<file path="config.mk">
export PLATFORM = sky130hd
export DESIGN_NAME = wdog_ctrl
export DESIGN_NICKNAME = d
export VERILOG_FILES = /design/src/rtl/wdog_pkg.sv /design/src/rtl/wdog_feed_fsm.sv /design/src/rtl/wdog_prescaler.sv /design/src/rtl/wdog_down_counter.sv /design/src/rtl/wdog_ctrl.sv
export SDC_FILE = /design/constraint.sdc
export NUM_CORES = 1
export LEC_CHECK = 0
export ABC_AREA = 1
export CAP_MARGIN = 20
export CORE_MARGIN = 8
export CORE_UTILIZATION = 30
export DETAILED_ROUTE_END_ITERATION = 8
export DONT_BUFFER_PORTS = 1
export GPL_ROUTABILITY_DRIVEN = 0
export PLACE_DENSITY = 0.54
export SYNTH_ARGS = -nofsm -noshare
export SYNTH_HDL_FRONTEND = slang
export SYNTH_SLANG_ARGS = --single-unit
</file>
<file path="constraint.sdc">
create_clock -name clk -period 3.3 [get_ports clk]
set_clock_uncertainty 0.1 [all_clocks]
set_input_delay 0.165 -clock clk [delete_from_list [all_inputs] [get_ports clk]]
set_output_delay 0.165 -clock clk [all_outputs]
set_load 0.05 [all_outputs]
</file>
<file path="src/rtl/wdog_pkg.sv">
package wdog_pkg;
    localparam int ADDR_W  = 11;
    localparam int DATA_W  = 16;
    localparam int CAUSE_W = 3;
    localparam int CAUSE_WDT = 2;

    localparam logic [ADDR_W-1:0] A_CTRL   = 11'h41F;
    localparam logic [ADDR_W-1:0] A_RELOAD = 11'h45F;
    localparam logic [ADDR_W-1:0] A_FEED1  = 11'h45D;
    localparam logic [ADDR_W-1:0] A_FEED2  = 11'h45E;
    localparam logic [ADDR_W-1:0] A_RSRC   = 11'h463;

    localparam logic [7:0] KEY1 = 8'hA5;
    localparam logic [7:0] KEY2 = 8'h5A;

    typedef enum logic [1:0] {
        FD_IDLE,
        FD_HALF,
        FD_STOP_WAIT,
        FD_STOP_HALF
    } feed_st_e;
endpackage

</file>
<file path="src/rtl/wdog_feed_fsm.sv">
module wdog_feed_fsm
    import wdog_pkg::*;
(
    input  logic clk,
    input  logic rst,
    input  logic acc,
    input  logic key1_wr,
    input  logic key2_wr,
    input  logic stop_wr,
    output logic feed_ok,
    output logic stop_ok
);
    feed_st_e state_q, state_d;

    always_ff @(posedge clk) begin
        if (rst) state_q <= FD_IDLE;
        else     state_q <= state_d;
    end

    always_comb begin
        state_d = state_q;
        if (acc) begin
            state_d = FD_IDLE;
            unique case (state_q)
                FD_STOP_WAIT: begin
                    if (key1_wr)      state_d = FD_STOP_HALF;
                    else if (stop_wr) state_d = FD_STOP_WAIT;
                end
                FD_IDLE, FD_HALF, FD_STOP_HALF: begin
                    if (key1_wr)      state_d = FD_HALF;
                    else if (stop_wr) state_d = FD_STOP_WAIT;
                end
            endcase
        end
    end

    always_comb begin
        feed_ok = 1'b0;
        stop_ok = 1'b0;
        unique case (state_q)
            FD_HALF:      feed_ok = key2_wr;
            FD_STOP_HALF: begin
                feed_ok = key2_wr;
                stop_ok = key2_wr;
            end
            FD_IDLE, FD_STOP_WAIT: ;
        endcase
    end
endmodule

</file>
<file path="src/rtl/wdog_prescaler.sv">
module wdog_prescaler #(
    parameter int PRE_W   = 3,
    parameter int BASE_SH = 5
) (
    input  logic             clk,
    input  logic             rst,
    input  logic             run,
    input  logic             clr,
    input  logic [PRE_W-1:0] sel,
    output logic             tick
);
    localparam int MAX_SEL = (1 << PRE_W) - 1;
    localparam int PS_W    = BASE_SH + MAX_SEL;

    logic [PS_W-1:0] cnt_q;
    logic [PS_W-1:0] last;

    always_comb begin
        last = {PS_W{1'b1}} >> (PRE_W'(MAX_SEL) - sel);
        tick = run && (cnt_q >= last);
    end

    always_ff @(posedge clk) begin
        if (rst || clr)  cnt_q <= '0;
        else if (tick)   cnt_q <= '0;
        else if (run)    cnt_q <= cnt_q + 1'b1;
    end
endmodule

</file>
<file path="src/rtl/wdog_down_counter.sv">
module wdog_down_counter #(
    parameter int CNT_W = 8
) (
    input  logic             clk,
    input  logic             rst,
    input  logic             tick,
    input  logic             load,
    input  logic [CNT_W-1:0] reload,
    output logic             expire
);
    logic [CNT_W-1:0] cnt_q;

    assign expire = tick && !load && (cnt_q == '0);

    always_ff @(posedge clk) begin
        if (rst)       cnt_q <= '0;
        else if (load) cnt_q <= reload;
        else if (tick) cnt_q <= (cnt_q == '0) ? reload : cnt_q - 1'b1;
    end
endmodule

</file>
<file path="src/rtl/wdog_ctrl.sv">
module wdog_ctrl
    import wdog_pkg::*;
#(
    parameter int PRE_W   = 3,
    parameter int BASE_SH = 5,
    parameter int CNT_W   = 8
) (
    input  logic               clk,
    input  logic               rst,
    input  logic [CAUSE_W-1:0] rst_cause,
    input  logic [ADDR_W-1:0]  bus_addr,
    input  logic               bus_rd,
    input  logic               bus_wr,
    input  logic               bus_rmw,
    input  logic [DATA_W-1:0]  bus_wdata,
    output logic [DATA_W-1:0]  bus_rdata,
    output logic               wdt_rst_req,
    output logic               rst_out_en
);
    localparam int PAD_W = 8 - 1 - CAUSE_W;
    localparam logic [CAUSE_W-1:0] WDT_HOT = CAUSE_W'(1) << CAUSE_WDT;

    logic [7:0]         wd;
    logic               acc, ctrl_wr, ctrl_rd, key1_wr, key2_wr, stop_wr;
    logic               feed_ok, stop_ok, tick, expire;
    logic [PRE_W-1:0]   pre_q;
    logic               run_q, flag_q, pend_q, en_q, req_q;
    logic [CNT_W-1:0]   reload_q;
    logic [CAUSE_W-1:0] cause_q;

    always_comb begin
        wd      = bus_wdata[7:0];
        acc     = bus_rd || bus_wr;
        ctrl_wr = bus_wr && (bus_addr == A_CTRL);
        ctrl_rd = bus_rd && (bus_addr == A_CTRL);
        key1_wr = bus_wr && (bus_addr == A_FEED1) && (wd == KEY1);
        key2_wr = bus_wr && (bus_addr == A_FEED2) && (wd == KEY2);
        stop_wr = ctrl_wr && !wd[2] && run_q;
    end

    wdog_feed_fsm u_feed (
        .clk(clk), .rst(rst), .acc(acc),
        .key1_wr(key1_wr), .key2_wr(key2_wr), .stop_wr(stop_wr),
        .feed_ok(feed_ok), .stop_ok(stop_ok)
    );

    wdog_prescaler #(.PRE_W(PRE_W), .BASE_SH(BASE_SH)) u_presc (
        .clk(clk), .rst(rst), .run(run_q), .clr(feed_ok),
        .sel(pre_q), .tick(tick)
    );

    wdog_down_counter #(.CNT_W(CNT_W)) u_cnt (
        .clk(clk), .rst(rst), .tick(tick), .load(feed_ok),
        .reload(reload_q), .expire(expire)
    );

    always_ff @(posedge clk) begin
        if (rst) begin
            pre_q    <= '1;
            run_q    <= 1'b1;
            flag_q   <= rst_cause[CAUSE_WDT];
            pend_q   <= 1'b0;
            reload_q <= '0;
            en_q     <= 1'b0;
            cause_q  <= rst_cause;
            req_q    <= 1'b0;
        end else begin
            req_q <= expire;
            if (ctrl_wr) begin
                pre_q <= wd[7:5];
                if (wd[2]) run_q <= 1'b1;
            end else if (stop_ok) begin
                run_q <= 1'b0;
            end
            if (expire)                          flag_q <= 1'b1;
            else if (ctrl_wr && !(bus_rmw && pend_q)) flag_q <= wd[1];
            if (expire)                          pend_q <= 1'b1;
            else if (ctrl_wr || ctrl_rd)         pend_q <= 1'b0;
            if (bus_wr && bus_addr == A_RELOAD)  reload_q <= wd[CNT_W-1:0];
            if (bus_wr && bus_addr == A_RSRC)    en_q <= wd[7];
            if (expire)                          cause_q <= WDT_HOT;
        end
    end

    always_comb begin
        bus_rdata = '0;
        if (bus_rd) begin
            case (bus_addr)
                A_CTRL:   bus_rdata[7:0] = {pre_q, 2'b00, run_q, flag_q, 1'b0};
                A_RELOAD: bus_rdata[7:0] = reload_q;
                A_RSRC:   bus_rdata[7:0] = {en_q, {PAD_W{1'b0}}, cause_q};
                default:  bus_rdata = '0;
            endcase
        end
    end

    assign wdt_rst_req = req_q;
    assign rst_out_en  = en_q;
endmodule

</file>
# Word-level counts from Yosys, hierarchy flattened
# Index checks and enable logic that the tools add are counted.
# classes
mux	21
n_eq_ne	11
n_shift	1
reduce_logical	32
n_lt_le_gt_ge	1
addsub	3
# ops
operator	n
== test 11 bit (second input constant)	5
2-to-1 mux 8 bit	4
case mux 8 bit (3 select lines)	1
logical AND 1 bit	15
adder 12 x 1 -> 12 bit (second input constant)	1
greater-or-equal comparator 12 bit	1
right shift 12 x 3 -> 12 bit (first input constant)	1
2-to-1 mux 1 bit	10
== test 8 x 7 -> 1 bit (second input constant)	1
== test 8 bit (second input constant)	1
logical NOT 8 bit	1
nonzero test 2 bit	4
subtractor 8 x 1 -> 8 bit (second input constant)	1
2-to-1 mux 2 bit	3
2-to-1 mux 3 bit	2
== test 2 bit (second input constant)	2
case mux 2 bit (2 select lines)	1
OR reduction 2 bit	2
logical NOT 1 bit	3
logical OR 1 bit	3
nonzero test 3 bit	1
OR reduction 3 bit	1
subtractor 3 bit (first input constant)	1
== test 2 x 1 -> 1 bit (second input constant)	1
3 further kinds	3
# word_totals
reg_bits	41
output_inout_bits	18
word_cells	80

# Logic depth before layout (Yosys ltp)
# logic_depth
depth_word	9
mapped_depth	13
mapped_depth_nobuf	11

# Modules after synthesis
# From an unflattened synthesis, not the netlist that was laid out.
# hier_totals
hier_cells	427
area_unflattened_um2	2816.5
# by_module_without_submodules
module	cells_per_inst	area_each_um2	n_inst
wdog_ctrl	204	1328.8	1
wdog_prescaler	114	799.5	1
wdog_down_counter	90	578.1	1
wdog_feed_fsm	19	110.1	1

# Worst setup path before layout
# OpenSTA, ideal clock, no wires.
# synth_path
kind	reg2reg
startpoint	register pre_q[2]
endpoint	register cause_q[0] (enable)
arrival_time_ns	1.649
path_stages_with_launch	12
slack_ns	1.249
path_cell_list	dfxtp_1 -> clkbuf_1 -> nand3_1 -> ha_1 -> nand2_1 -> nor2_1 -> nand3_1 -> nand3_1 -> nand2_2 -> nor2_1 -> inv_1 -> nand2_1
# synth_via
elab_chain_cells	7
# synth_lines
element	line	source
start, declared	wdog_ctrl.sv:26	logic [PRE_W-1:0] pre_q;
start signal, assigned	wdog_ctrl.sv:70	pre_q <= wd[7:5];
subtractor 3 bit	wdog_prescaler.sv:19	last = {PS_W{1'b1}} >> (PRE_W'(MAX_SEL) - sel);
right shift 12 x 3 -> 12 bit	wdog_prescaler.sv:19	
greater-or-equal comparator 12 bit	wdog_prescaler.sv:20	tick = run && (cnt_q >= last);
logical AND 1 bit	wdog_prescaler.sv:20	
logical AND 1 bit (2 in a row)	wdog_down_counter.sv:13	assign expire = tick && !load && (cnt_q == '0);
nonzero test 2 bit (no source line)	-	
end signal, assigned	wdog_ctrl.sv:65	cause_q <= rst_cause;
end, declared	wdog_ctrl.sv:29	logic [CAUSE_W-1:0] cause_q;
# No other way between the ends.
# A chain may end at the register's enable or synchronous reset.

# Final worst setup path
# Ends and elaborated chain as after synthesis.

==> results.md <==
Die:
- The die outline height is 110 microns.
- The floorplan core area is ~8600 sq um.
- The die outline area is between 10,000 and 15,000 sq um.
- The count of pins on the block boundary is 53.
- The die is 110 microns wide.
- The floorplan has 34 rows.
- For this configuration, the core starts out at a cell density of a little under a third.

Timing:
- In this run the tightest slew margin relative to its limit is between 30% and 40%.
- The sum of negative setup slack is 0 ns.
- After layout, the minimum clock period comes to about 2.4 ns.
- Once routing completed, OpenROAD measured the worst setup slack at 0.931 ns.
- The count of endpoints failing hold in the final timing report was 0.
- For the pin with the worst max-slew slack, the measured transition is 0.914 ns.
- The setup-violating endpoint count in the final report is 0.
- Setup repair after global routing left no endpoint under its margin.
- Timing would allow up to about 0.42 GHz.
- The fraction of the cycle the final worst path needs is 71.8%.
- The final max-slew violation count is 0.

Detailed routing:
- The routed length on met3 is about 310 microns.
- The first detailed-routing pass ran for 4 iterations.
- The detailed route wirelength on metal2 is between 3000 and 4000 microns.
- The routed wire length per instance is approximately 13 microns.
- The detailed-route wire length on metal 1 is 3050 microns.
- The total via count after detailed routing is ~2.4k.
- The top routing layer in use is met4.
- In this run the remaining antenna-violating nets after routing total 0.
- The overall routed net length is ~6600 microns.
- The count of routing violations after the opening detailed-route iteration is 160.
- Using the TritonRoute via totals, the vias-per-cell ratio works out to between 4 and 5.
- The detailed-route DRC error count is 0.

CTS:
- The clock drives 41 sinks.
- The clock root buffer is sky130_fd_sc_hd__clkbuf_8.
- The number of buffers on the longest clock path is 2.
- The clock insertion delay at the later pin of the skew report is 0.30 ns.
- TritonCTS built the clock tree.
- The clock tree synthesis step divided the H-tree into 2 levels.
- The post-CTS clock slew at the launch and capture registers of the worst setup and hold paths is 0.08 ns.
- Counting the buffers created by CTS gives 5.

Cells and area:
- The layout cell share with drive strength beyond 1 is 6.95%.
- The layout has between 900 and 1k filler cells.
- Across the whole layout, storage elements account for between 800 and 900 sq um.
- The number of antenna diodes is 0.
- In the final layout, the multi-input gates occupy ~1500 sq um.
- The area growth from synthesis to layout is 13.3%.
- In the final design database the tool counted roughly 460 nets.
- The final non-filler cell total is between 500 and 600.

Worst setup path:
- The kind of capture point of the worst setup path is a register.
- The launch point of the worst path is pre_q[2]$_SDFFE_PP1P_.
- The critical path launch point type is a register.
- The maximum cell stage delay along the critical path is roughly 0.50 ns.
- The setup slack of the most critical reg-to-reg path is 0.93 ns.
- The startpoint-to-endpoint class of the critical path is reg2reg.
- The largest individual stage delay along the critical path comes from the cell sky130_fd_sc_hd__dfxtp_1.
- The signal on the critical path passes through o21ai_0 -> ha_1 -> nand2_1 -> nor2_1 -> nand3_1 -> nand3_1 -> nand2_2 -> nor2_1 -> inv_1 -> nand2_1.
- The worst path arrival time is about 2.3 ns.
- The source of the worst register-to-register timing path is pre_q[2]$_SDFFE_PP1P_.
- In this run the critical register-to-register path is captured at cause_q[0]$_SDFFCE_PN0P_.
- The data required time at the worst endpoint is around 3.2 ns.
- The cell count of the worst reg-to-reg path is 10.
- Following the worst setup path forward leads to its endpoint at cause_q[0]$_SDFFCE_PN0P_.
- Of all nets on the critical path, the largest fanout is 10.

Pwr:
- For this design the ratio of total power to cell area is between 300 and 400 nW/um^2.
- The worst vdd rail ir drop is ~0.00016 V.
- Summed over all cells, the static leakage comes to around 1.4 nW.

Place:
- Prior to clock tree synthesis, the placed netlist has a worst setup slack of slightly above 0.9 ns.
- The count of buffers added on input and output ports is 0.
- Counting tap cells, the placed design contains a total of between 500 and 600 instances.
- The half-perimeter wire length after placement is between 4000 and 5000 microns.

Yosys:
- Ranked by instance count, the synthesized netlist is headed by 96 x sky130_fd_sc_hd__nand2_1, 68 x sky130_fd_sc_hd__nor2_1, 47 x sky130_fd_sc_hd__inv_1.
- The largest total area in the synthesized netlist belongs to sky130_fd_sc_hd__dfxtp_1.
- Among all flip-flop cells after synthesis, the most frequent one is sky130_fd_sc_hd__dfxtp_1.
- The async set-or-reset flop fraction in the synthesized netlist is 0%.
- After synthesis, the cell types taking the most area are sky130_fd_sc_hd__dfxtp_1 28%, sky130_fd_sc_hd__nand2_1 14%, sky130_fd_sc_hd__nor2_1 9.7%.
- The total of warnings raised by yosys is 0.
- The most instantiated library cell after synthesis is sky130_fd_sc_hd__nand2_1.
- Each instance of the synthesized netlist takes up on average between 6 and 7 sq um.
- The flip-flop and latch count after synthesis is 41.
- The synthesized design contains 4 enable-type register cells.
- The top-area cell type share of the netlist area is 28.2%.
- Synthesis handed over a netlist of around 400 instances.
- The mapped netlist covers approximately 2600 sq um.
- The part of the Yosys area used for sequential elements is around a third.
- Yosys mapped the design onto 34 distinct sky130hd cell types.

GRT:
- The aggregate global-route resource usage is between 10% and 20%.
- Global routing finished with a remaining overflow of 0.
- The initial antenna violation count is 0.
- The via count of the first global-routing pass is around 2.4k.
- The first-pass GRT wire length is 11,300 microns.
- The maximum number of pins on one net before global-route repair is 27.

Min path:
- The worst hold-check path type is in2reg.

Run:
- The number of max-cap violations is 0.

Status:
- The run finished with clean final reports.
==> layout make-up <==
class                      instances  share of cell area [%]
multi-input combinational        297                    49.8
sequential                        41                    28.9
inverter                          52                    6.77
timing repair buffer              19                    6.14
tap                              108                    4.54
clock buffer                       7                    3.61
clock inverter                     1                   0.252
==> worst min-delay path by stage <==
stage	start	endpoint	slack, ns	cells after the start
6_report	bus_wr	run_q$_SDFFE_PP1P_	0.02	2
5_1_grt	bus_wr	run_q$_SDFFE_PP1P_	0.03	2
4_1_cts	bus_wr	run_q$_SDFFE_PP1P_	0.009	2
3_5_place_dp	rst	u_feed.state_q[0]$_SDFFE_PP0P_	0.14	1
3_3_place_gp	rst	u_feed.state_q[0]$_SDFFE_PP0P_	0.14	1
2_1_floorplan	bus_wdata[5]	pre_q[0]$_SDFFE_PP1P_	0.18	2
==> state kept, by name, indices dropped and copies added (netlist names) <==
register,flops
cause_q,3
u_presc.cnt_q,12
rst_out_en,1
reload_q,8
run_q,1
wdt_rst_req,1
u_feed.state_q,2
pend_q,1
flag_q,1
pre_q,3
u_cnt.cnt_q,8
==> timing repair <==
item,CTS,global route
resized for setup,0,0
hold endpoints to repair,20,0
hold buffers,16,0
buffers inserted,0,0
==> cells by family after synthesis <==
kind of cell	share of synthesized area, %
mux	0.381
xor+xnor	4.34
flops	32.8
buf+inv	11.8
other cells	0.143
simple gates	39.1
fa+ha+maj	4.76
compound gates	6.72
==> per-stage QoR <==
stage          area, sq um  power, mW  util [%]  hold WS, ns
6_report              2980      0.985      34.6       0.0224
5_1_grt               2980       1.03      34.6       0.0304
4_1_cts               2980       1.00      34.6      0.00868
3_5_place_dp          2700      0.585      31.4        0.138
3_3_place_gp          2700      0.584      31.4        0.136
2_1_floorplan         2650      0.587         -        0.178
==> layout by cell type (no fill, tap or decap) <==
cell                            count
sky130_fd_sc_hd__ha_1              10
sky130_fd_sc_hd__inv_1             47
sky130_fd_sc_hd__conb_1             8
sky130_fd_sc_hd__buf_4              3
sky130_fd_sc_hd__nor4_4             1
sky130_fd_sc_hd__nand3b_1           2
sky130_fd_sc_hd__clkbuf_8           6
sky130_fd_sc_hd__o21ai_1            1
sky130_fd_sc_hd__nor2_1            68
sky130_fd_sc_hd__nand2_1           96
sky130_fd_sc_hd__a31oi_1            1
sky130_fd_sc_hd__a21oi_1           15
sky130_fd_sc_hd__inv_2              2
sky130_fd_sc_hd__xor2_1             9
sky130_fd_sc_hd__o211ai_1           2
sky130_fd_sc_hd__clkinv_1           1
sky130_fd_sc_hd__xnor2_1            4
sky130_fd_sc_hd__dfxtp_1           37
sky130_fd_sc_hd__nand3_1           36
sky130_fd_sc_hd__nand4_1            8
sky130_fd_sc_hd__clkinv_2           1
sky130_fd_sc_hd__o21ai_0           15
sky130_fd_sc_hd__nor2_2             4
sky130_fd_sc_hd__nand2_4            2
sky130_fd_sc_hd__clkinv_4           1
sky130_fd_sc_hd__or2_2              1
sky130_fd_sc_hd__clkbuf_16          1
sky130_fd_sc_hd__nand3_4            1
sky130_fd_sc_hd__dlygate4sd3_1     16
sky130_fd_sc_hd__nor4_1             2
sky130_fd_sc_hd__edfxtp_1           4
sky130_fd_sc_hd__clkinvlp_4         1
sky130_fd_sc_hd__nor3_1             5
sky130_fd_sc_hd__nand3_2            1
sky130_fd_sc_hd__nand2_2            4
sky130_fd_sc_hd__mux2i_1            1
==> routing by layer <==
metal,vias up,global-route usage (%)
met1,1098,14.4
met3,6,3.05
met4,0,3.95
met5,-,0
li1,1286,-
met2,39,19.3
==> power breakdown <==
group | leakage (nW) | internal (mW) | total, mW | switching [mW]
clock | 0.0556 | 0.216 | 0.395 | 0.180
sequential | 0.338 | 0.510 | 0.513 | 0.00348
combinational | 1.03 | 0.0245 | 0.0766 | 0.0521
total | 1.42 | 0.750 | 0.985 | 0.235
==> critical path, delay by kind of cell, from the launching register on <==
family                     cells  cell delay [ns]
DFF                            1             0.50
buffers and inverters          1             0.09
adders and majority gates      1             0.31
and+or+nand+nor                7             0.91
AOI/OAI and AO/OA              1             0.16
(Power assumes the default switching activity.)
